**config.mk**
```make
export PLATFORM = sky130hd
export DESIGN_NAME = rxstat_queue
export DESIGN_NICKNAME = d
export VERILOG_FILES = /design/src/rtl/rxstat_pkg.sv /design/src/rtl/rxstat_pack.sv /design/src/rtl/rxstat_cmd.sv /design/src/rtl/rxstat_store.sv /design/src/rtl/rxstat_queue.sv
export SDC_FILE = /design/constraint.sdc
export NUM_CORES = 1
export LEC_CHECK = 0
export BUFFER_PORTS_ARGS = -buffer_cell sky130_fd_sc_hd__clkbuf_2
export CAP_MARGIN = 20
export CORE_MARGIN = 4
export CORE_UTILIZATION = 55
export CTS_CLUSTER_DIAMETER = 50
export DETAILED_ROUTE_END_ITERATION = 10
export MAX_ROUTING_LAYER = met4
export PLACE_DENSITY = 0.76
export SKIP_LAST_GASP = 1
export SLEW_MARGIN = 5
export SYNTH_ARGS = -nofsm -noshare
export SYNTH_HDL_FRONTEND = slang
export SYNTH_SLANG_ARGS = --single-unit
```
**constraint.sdc**
```tcl
create_clock -name clk -period 2.05 [get_ports clk]
set_input_delay 0.1025 -clock clk [delete_from_list [all_inputs] [get_ports clk]]
set_output_delay 0.1025 -clock clk [all_outputs]
set_load 0.01 [all_outputs]
```
**src/rtl/rxstat_pkg.sv**
```systemverilog
package rxstat_pkg;
    localparam int LEN_W  = 11;
    localparam int WORD_W = 16;
    localparam int OP_W   = 5;

    localparam logic [LEN_W-1:0]  LEN_CAP    = 11'd1514;
    localparam logic [OP_W-1:0]   OP_RXRESET = 5'd5;
    localparam logic [OP_W-1:0]   OP_DISCARD = 5'd8;
    localparam logic [WORD_W-1:0] EMPTY_WORD = 16'h8000;

    typedef enum logic [3:0] {
        CLS_NONE    = 4'b0000,
        CLS_DRIBBLE = 4'b0010,
        CLS_OVERRUN = 4'b1000,
        CLS_OVERSZ  = 4'b1001,
        CLS_RUNT    = 4'b1011,
        CLS_ALIGN   = 4'b1100,
        CLS_CRC     = 4'b1101
    } err_cls_e;

    typedef struct packed {
        logic             pend;
        err_cls_e         cls;
        logic [LEN_W-1:0] len;
    } stat_word_t;
endpackage

```
**src/rtl/rxstat_pack.sv**
```systemverilog
module rxstat_pack
    import rxstat_pkg::*;
(
    input  logic [3:0]       err_in,
    input  logic [LEN_W-1:0] len_in,
    output stat_word_t       word
);
    always_comb begin
        word.pend = 1'b0;
        unique case (err_in)
            4'b0010: word.cls = CLS_DRIBBLE;
            4'b1000: word.cls = CLS_OVERRUN;
            4'b1001: word.cls = CLS_OVERSZ;
            4'b1011: word.cls = CLS_RUNT;
            4'b1100: word.cls = CLS_ALIGN;
            4'b1101: word.cls = CLS_CRC;
            default: word.cls = CLS_NONE;
        endcase
        word.len = (len_in > LEN_CAP) ? LEN_CAP : len_in;
    end
endmodule

```
**src/rtl/rxstat_cmd.sv**
```systemverilog
module rxstat_cmd
    import rxstat_pkg::*;
(
    input  logic            cmd_valid,
    input  logic [OP_W-1:0] cmd_op,
    output logic            discard,
    output logic            flush
);
    always_comb begin
        discard = cmd_valid && (cmd_op == OP_DISCARD);
        flush   = cmd_valid && (cmd_op == OP_RXRESET);
    end
endmodule

```
**src/rtl/rxstat_store.sv**
```systemverilog
module rxstat_store
    import rxstat_pkg::*;
#(
    parameter int DEPTH = 8
) (
    input  logic       clk,
    input  logic       rst_n,
    input  logic       push,
    input  stat_word_t push_word,
    input  logic       pop,
    input  logic       flush,
    output stat_word_t head,
    output logic       empty,
    output logic       full,
    output logic [$clog2(DEPTH+1)-1:0] occ
);
    localparam int PTR_W = (DEPTH > 1) ? $clog2(DEPTH) : 1;
    localparam int CNT_W = $clog2(DEPTH + 1);
    localparam logic [CNT_W-1:0] CNT_MAX = CNT_W'(DEPTH);
    localparam logic [PTR_W-1:0] PTR_LAST = PTR_W'(DEPTH - 1);

    typedef struct packed {
        logic [PTR_W-1:0] wr;
        logic [PTR_W-1:0] rd;
        logic [CNT_W-1:0] cnt;
    } ctl_t;

    ctl_t       ctl_d, ctl_q;
    stat_word_t mem_d [DEPTH];
    stat_word_t mem_q [DEPTH];
    logic       do_push, do_pop;

    function automatic logic [PTR_W-1:0] step(input logic [PTR_W-1:0] p);
        return (p == PTR_LAST) ? '0 : p + 1'b1;
    endfunction

    always_comb begin
        ctl_d   = ctl_q;
        mem_d   = mem_q;
        do_push = push && (ctl_q.cnt != CNT_MAX);
        do_pop  = pop && (ctl_q.cnt != '0);
        if (flush) begin
            ctl_d = '0;
        end else begin
            if (do_push) begin
                mem_d[ctl_q.wr] = push_word;
                ctl_d.wr        = step(ctl_q.wr);
            end
            if (do_pop) begin
                ctl_d.rd = step(ctl_q.rd);
            end
            unique case ({do_push, do_pop})
                2'b10:   ctl_d.cnt = ctl_q.cnt + 1'b1;
                2'b01:   ctl_d.cnt = ctl_q.cnt - 1'b1;
                default: ctl_d.cnt = ctl_q.cnt;
            endcase
        end
    end

    always_ff @(posedge clk or negedge rst_n) begin
        if (!rst_n) begin
            ctl_q <= '0;
        end else begin
            ctl_q <= ctl_d;
        end
    end

    for (genvar gi = 0; gi < DEPTH; gi++) begin : g_slot
        always_ff @(posedge clk or negedge rst_n) begin
            if (!rst_n) begin
                mem_q[gi] <= '0;
            end else begin
                mem_q[gi] <= mem_d[gi];
            end
        end
    end

    always_comb begin
        head  = mem_q[ctl_q.rd];
        empty = (ctl_q.cnt == '0);
        full  = (ctl_q.cnt == CNT_MAX);
        occ   = ctl_q.cnt;
    end
endmodule

```
**src/rtl/rxstat_queue.sv**
```systemverilog
module rxstat_queue
    import rxstat_pkg::*;
#(
    parameter int DEPTH = 8
) (
    input  logic              clk,
    input  logic              rst_n,
    input  logic              mac_sof,
    input  logic              mac_eof,
    input  logic [3:0]        mac_err,
    input  logic [LEN_W-1:0]  mac_len,
    input  logic              cmd_valid,
    input  logic [OP_W-1:0]   cmd_op,
    output logic [WORD_W-1:0] head_word,
    output logic              q_full,
    output logic              rx_busy
);
    localparam int CNT_W = $clog2(DEPTH + 1);

    typedef struct packed {
        logic busy;
    } top_t;

    top_t       st_d, st_q;
    stat_word_t packed_word;
    stat_word_t head_entry;
    logic       discard_w, flush_w, empty_w;
    logic [CNT_W-1:0] occ_w;

    rxstat_pack u_pack (
        .err_in (mac_err),
        .len_in (mac_len),
        .word   (packed_word)
    );

    rxstat_cmd u_cmd (
        .cmd_valid (cmd_valid),
        .cmd_op    (cmd_op),
        .discard   (discard_w),
        .flush     (flush_w)
    );

    rxstat_store #(.DEPTH(DEPTH)) u_store (
        .clk       (clk),
        .rst_n     (rst_n),
        .push      (mac_eof),
        .push_word (packed_word),
        .pop       (discard_w),
        .flush     (flush_w),
        .head      (head_entry),
        .empty     (empty_w),
        .full      (q_full),
        .occ       (occ_w)
    );

    always_comb begin
        st_d = st_q;
        if (mac_sof) begin
            st_d.busy = 1'b1;
        end else if (mac_eof) begin
            st_d.busy = 1'b0;
        end
    end

    always_ff @(posedge clk or negedge rst_n) begin
        if (!rst_n) begin
            st_q <= '0;
        end else begin
            st_q <= st_d;
        end
    end

    assign rx_busy   = st_q.busy;
    assign head_word = empty_w ? EMPTY_WORD : head_entry;
endmodule

```
==> results of run 1 <==
[what timing repair did]
action,CTS,global route
hold buffers,2,0
setup endpoints to repair,12,29
resized for setup,0,9
buffers inserted,1,4
pin swaps,1,4
hold endpoints to repair,36,0
gates cloned,0,3
[final timing paths]
| kind | from | end | slack, ns |
|---|---|---|---|
| worst min register to register | rx_busy | rx_busy | 0.48 |
| worst max-delay path | u_store.ctl_q[4] | head_word[5] | -0.01 |
| worst min-delay path | mac_eof | rx_busy | 0.09 |
| min in group asynchronous | rst_n | u_store.mem_q[46] | 0.21 |
| max in group asynchronous | rst_n | u_store.mem_q[71] | 1.11 |
| worst max register to register | u_store.occ[2] | u_store.occ[3] | 0.01 |
[cells in the final DEF, fill, tap and decap left out, types with 3 or more instances in the layout]
cell	instances
a21oi_1	8
buf_12	15
buf_4	19
clkbuf_1	4
clkbuf_16	19
clkbuf_2	41
clkbuf_8	6
clkinv_2	3
dfrtp_1	127
dfrtp_2	4
ha_1	5
inv_1	19
mux2_1	38
mux2_2	66
mux2i_1	37
mux4_2	30
nand2_1	15
nand2b_1	9
nand3b_1	3
nand4_1	5
nor2_1	19
nor2b_1	3
nor4b_4	5
[where the power goes]
part | switching [W] | internal (W)
Sequential | 0.000750 | 0.00380
Combinational | 0.00171 | 0.00237
Clock | 0.00104 | 0.00185
[registers in the layout (all words and copies together), names as in the netlist]
| register | flops |
|---|---|
| u_store.mem_q | 120 |
| u_store.occ | 4 |
| u_store.ctl_q | 6 |
| rx_busy | 1 |
[area by class of cell]
type / instances / area [µm²]
fillers: 793 / 3600
flip-flops and latches: 131 / 3280
multi-input cells: 271 / 2980
repair buffers: 80 / 733
clock buffers: 27 / 523
well taps: 143 / 179
inverters: 19 / 71.3
clock inverters: 4 / 45.0
[per-stage QoR]
| step | setup TNS [ns] | utilization | setup slack [ns] | instances | hold slack [ns] |
|---|---|---|---|---|---|
| after floorplan | -0.0453 | - | -0.0453 | 445 | -0.193 |
| after global placement | 0 | 0.620 | 0.0955 | 634 | 0.0993 |
| after detailed placement | 0 | 0.620 | 0.00987 | 634 | 0.107 |
| after CTS | -0.208 | 0.672 | -0.0413 | 668 | 0.0545 |
| after global routing | -1.34 | 0.685 | -0.151 | 675 | 0.101 |
| final | -0.0367 | 0.685 | -0.0137 | 675 | 0.0891 |
[cell families (layout without fill, tap and decap cells)]
family | after synthesis | count (layout) | synth area share
multiplexers | 171 | 171 | 0.344
flip-flops | 131 | 131 | 0.509
AND/OR/NAND/NOR | 74 | 74 | 0.0774
buffers and inverters | 43 | 130 | 0.0336
AO/OA/AOI/OAI | 16 | 16 | 0.0154
adder cells (fa/ha/maj) | 7 | 7 | 0.0148
XOR/XNOR | 3 | 3 | 0.00525
[per-layer routing]
layer,track usage,wire (µm),share of wire,vias to the layer above
met5,-,0,0,-
met4,0.0835,210,0.014,0
met3,0.0523,712,0.048,17
met2,0.391,7570,0.51,99
met1,0.307,6220,0.42,2074
li1,-,-,-,1783
[tightest hold or removal path, stage by stage]
cell and delay (ns):
clkbuf_2 0.09, inv_1 0.10, a21o_1 0.17
[Yosys cell counts]
library cell / number
clkbuf_1: 8
buf_4: 2
buf_2: 8
mux2_1: 38
a211o_1: 1
mux2_2: 66
or3_1: 2
nor4b_4: 5
inv_1: 19
nand4_1: 5
nor2_4: 1
a21oi_1: 9
mux2i_1: 37
nor2b_1: 3
o211a_1: 1
o21ai_0: 1
a21boi_1: 1
buf_6: 5
and2_1: 1
o31ai_1: 1
nor2_1: 20
and4b_1: 2
nor4_4: 1
fa_1: 1
xnor2_2: 1
a211oi_1: 1
nand3b_1: 3
ha_1: 6
xor2_1: 2
nand4b_1: 2
nand2_1: 15
a21o_1: 1
nor3b_1: 2
buf_1: 1
nand2b_1: 9
nand3_1: 3
mux4_2: 30
dfrtp_1: 131
==> qor.yml, run 1 <==
status:
  status: "finished, violations left"
  violations: "negative setup slack"
worst_setup_path:
  cp_max_fo: 6
  critPathKind: "reg2out"
  path_depth: 6
  cpMaxStageDelayCell: "mux4_2"
  start_kind: "flop"
  max_stage_delay_ns: 0.50
  crit_family: "multiplexers"
  ff2ff_path_depth: 8
  critPathRequiredTime_ns: 1.95
  cp_num_buf_inv: 3
  path_common_cell: "buf_12"
  cp.arrival_ns: 1.96
  cp-end-kind: "primary output"
  crit_chain: "buf_12 -> buf_12 -> mux4_2 -> mux2i_1 -> nor2_1 -> clkbuf_2"
pwr:
  power_density_nw_per_um2: 1470
  p_leak_nw: 3.53
  finalPower_w: 0.0115
  peakVddDrop_mv: 0.838
clocking:
  tritoncts: "done"
  clkTransAtPathRegs_ns: 0.05
  ctsRootBufferMaster: "clkbuf_16"
  cts_made_buffers: 17
  clock_sinks: 131
  cts_max_level: 4
  cts.path.max_buffers: 2
  worstSkewPairLatency_ns: 0.41
timing:
  layout_setup_ws_ns: -0.0137
  drv_slew: 0
  tightestPinTransition_ns: 0.766
  fin_skew_ns: 0.00503
  grt_setup_unrepaired: "true"
  setup_viol: 5
  hold_viol: 0
  slew-limit-headroom: 0.488
  period_minus_slack_ns: 2.06
  fin_crit_sh: 1.01
  fmax_ghz: 0.485
layout:
  area_growth_pct: 21.5
  n_antenna_cell: 0
  stdcell_area_um2: 7820
  layout-drive-gt1-share: 0.410
  finalNetCount: 552
synthesis:
  synth_area_per_cell_um2: 14.5
  synth_cell_types: 38
  ys_seq_area_frac: 0.509
  synth_top_area_share: 0.509
  syn-num-nets: 477
  postSynthCellCount: 445
  yosysTopAreaCell: "dfrtp_1"
  synthTopCellsByArea: "dfrtp_1 51%, mux2_2 12%, mux4_2 10%"
  yosysWarningCount: 0
  synth_seq_cells: 131
  netlist_area_um2: 6440
global_routing:
  grt_pass1_wl_mm: 23.4
  grt_max_degree: 60
  antenna_found_initial: 0
  grt_pass1_vias: 4389
  gr-total-overflow: 0
  grt_use_total: 0.242
worst_hold_path:
  whs_path_depth: 3
  hp-class: "in2reg"
flow_run:
  cap_violations: 0
routing:
  wl_per_cell_um: 21.8
  vias: 3973
  wirelength_mm: 14.7
  drt_pass1_iterations: 4
  vias_per_cell: 5.89
  drt_iter0_drc: 191
  antenna_left: 0
  drcViolationCount: 0
floorplanning:
  initial_utilization: 0.564
  core_area_um2: 11400
  std_cell_rows: 39
  ios: 43
  die_y_um: 116
  die_x_um: 116
  dieArea_um2: 13500
placed_design:
  place_hpwl_mm: 9.02
  dpl_cell_area_um2: 7080
  gp_congestion: 0.833
  portBuffers: 42
No activity file was read; power rests on OpenSTA's default activity.
==> inputs of run 2 (changes only) <==
--- a/config.mk
+++ b/config.mk
@@ -8,11 +8,11 @@
 export BUFFER_PORTS_ARGS = -buffer_cell sky130_fd_sc_hd__clkbuf_2
 export CAP_MARGIN = 20
 export CORE_MARGIN = 4
-export CORE_UTILIZATION = 55
+export CORE_UTILIZATION = 60
 export CTS_CLUSTER_DIAMETER = 50
 export DETAILED_ROUTE_END_ITERATION = 10
 export MAX_ROUTING_LAYER = met4
-export PLACE_DENSITY = 0.76
+export PLACE_DENSITY = 0.79
 export SKIP_LAST_GASP = 1
 export SLEW_MARGIN = 5
 export SYNTH_ARGS = -nofsm -noshare
==> constraint.sdc (replaced) <==
create_clock -name clk -period 2.5 [get_ports clk]
set_input_delay 0.125 -clock clk [delete_from_list [all_inputs] [get_ports clk]]
set_output_delay 0.125 -clock clk [all_outputs]
set_load 0.01 [all_outputs]
==> qor.yml, run 2 (synthesized netlist as in run 1, its figures left out) <==
pwr:
  combPwrFrac: 0.327  # -0.028
  finalPower_w: 0.00942  # -18%
  power_density_nw_per_um2: 1230  # -16%
  net-switching-power_w: 0.00282  # -20%
  switching_share: 0.299  # -0.00474
  p_leak_nw: 3.48  # -1.3%
  p_int_w: 0.00660  # -18%
  pwr-share-clk: 0.277  # +0.027
  share_seq_of_total_power: 0.396  # about the same
  peakVddDrop_mv: 0.750  # -10%
routing:
  vias: 3976  # +0.076%
  vias_per_cell: 5.95  # +1.1%
  drcViolationCount: 0  # unchanged
  drt_iter0_drc: 239  # +25%
  wl_per_cell_um: 20.7  # -5.1%
  wirelength_mm: 13.8  # -6.1%
  antenna_left: 0  # unchanged
  drt_pass1_iterations: 4  # unchanged
layout:
  fin_util: 0.737  # +0.0523
  largest_reg_flops: 120  # unchanged
  layout_common_cells: "130 x dfrtp_1, 66 x mux2_2, 41 x clkbuf_2"
  finalNetCount: 551  # -0.18%
  nFillCells: 662  # -17%
  area_growth_pct: 18.7
  regMostFlops: "u_store.mem_q"
  register_area_um2: 3280  # about the same
  n_antenna_cell: 0  # unchanged
  layout-drive-gt1-share: 0.398  # -0.0113
  multi_input_area_um2: 2950  # -1.3%
  layout_commonest_cell: "dfrtp_1"
floorplanning:
  ios: 43  # unchanged
  die_y_um: 112  # -4.0%
  dieArea_um2: 12500  # -7.8%
  initial_utilization: 0.621  # +0.0570
  std_cell_rows: 37  # -5.1%
  die_x_um: 112  # -4.0%
  core_area_um2: 10400  # -9.2%
global_routing:
  gr-total-overflow: 0  # unchanged
  grt_max_degree: 51  # -15%
  grt_pass1_vias: 4269  # -2.7%
  antenna_found_initial: 0  # unchanged
  grt_use_total: 0.244  # +0.00188
  grt_pass1_wl_mm: 22.7  # -2.8%
worst_setup_path:
  start_kind: "flop"
  cp_max_fo: 8  # +2
  critPathKind: "reg2reg"
  cp.arrival_ns: 2.78  # +0.82 ns
  cp-end-kind: "flop"
  critPathRequiredTime_ns: 2.95  # +1.00 ns
timing:
  tightestPinTransition_ns: 0.755  # -0.0104 ns
  slew-limit-headroom: 0.495  # +0.00698
  layout_setup_ws_ns: 0.164  # +0.178 ns
  period_minus_slack_ns: 2.34
  fin_skew_ns: 0.00828  # +0.00325 ns
  fmax_ghz: 0.428
  fin_crit_sh: 0.934
  grt_setup_unrepaired: "true"
  setup_viol: 0  # -5
  drv_slew: 0  # unchanged
  hold_viol: 0  # unchanged
status:
  status: "finished clean"
clocking:
  cts.path.max_buffers: 2  # unchanged
  clock_sinks: 131  # unchanged
  cts_made_buffers: 17  # unchanged
  cts_max_level: 4  # unchanged
  tritoncts: "done"
  ctsRootBufferMaster: "clkbuf_8"
  clkTransAtPathRegs_ns: 0.06  # about the same
  worstSkewPairLatency_ns: 0.53  # +0.12 ns
placed_design:
  place_hpwl_mm: 8.43  # -6.5%
  gp_congestion: 0.812  # -2.5%
  pre_cts_ws_ns: 0.0709  # +0.0610 ns
  portBuffers: 42  # unchanged
worst_hold_path:
  hp-class: "in2reg"
flow_run:
  cap_violations: 0  # unchanged
[run 2: critical path, cell delays in order, from the launching register on]
cell and delay (ns):
dfrtp_1 0.48, nor4b_4 0.46, nor2_4 0.12, nor2_2 0.18
ha_1 0.30, a21oi_1 0.22, a211oi_1 0.11, mux2i_1 0.19
mux2i_1 0.20
[run 2: final cells by class]
type / instances / share of cell area
Sequential cell: 131 / 0.429
Multi-Input combinational cell: 271 / 0.385
Timing Repair Buffer: 79 / 0.0717
Clock buffer: 23 / 0.0624
Tap cell: 136 / 0.0223
Clock inverter: 9 / 0.0196
Inverter: 19 / 0.00933
[run 2: stage by stage]
| stage | hold slack [ns] | TNS [ns] | instance area (µm²) | std cells |
|---|---|---|---|---|
| 4_1_cts | 0.00605 | 0 | 7580 | 660 |
| 6_report | 0.0225 | 0 | 7640 | 668 |
| 2_1_floorplan | -0.171 | 0 | 6440 | 445 |
| 5_1_grt | 0.0347 | -0.0424 | 7640 | 668 |
| 3_3_place_gp | 0.175 | 0 | 6920 | 625 |
| 3_5_place_dp | 0.186 | 0 | 6920 | 625 |
[run 2: power groups by stage]
stage / clock, W / combinational [W] / sequential (W)
2_1_floorplan: 0 / 0.00234 / 0.00349
3_3_place_gp: 0 / 0.00288 / 0.00366
3_5_place_dp: 0 / 0.00300 / 0.00374
4_1_cts: 0.00264 / 0.00304 / 0.00374
5_1_grt: 0.00274 / 0.00337 / 0.00384
6_report: 0.00260 / 0.00308 / 0.00373
[run 2: final timing paths]
| kind | startpoint | to | slack [ns] | cells after the start |
|---|---|---|---|---|
| worst min register to register | u_store.mem_q[21] | u_store.mem_q[21] | 0.48 | 1 |
| max in group asynchronous | rst_n | u_store.ctl_q[4] | 1.59 | 3 |
| worst max register to register | u_store.occ[1] | u_store.occ[3] | 0.16 | 8 |
| worst max-delay path | u_store.occ[1] | u_store.occ[3] | 0.16 | 8 |
| min in group asynchronous | rst_n | u_store.mem_q[12] | 0.16 | 2 |
| worst min-delay path | mac_len[10] | u_store.mem_q[106] | 0.02 | 2 |
[run 2: what timing repair did]
item                                    in CTS  in global routing
endpoints found under the setup margin       8                  9
hold endpoints to repair                    48                  0
gates resized for setup                      1                  1
buffers inserted                             0                  8
hold buffers                                 3                  0
pin swaps                                    0                  1
[run 2: routing by layer]
layer | part of all wire | global-route usage
met4 | 0.0088 | 0.0633
met2 | 0.50 | 0.388
met5 | 0 | -
met3 | 0.059 | 0.0614
met1 | 0.44 | 0.317
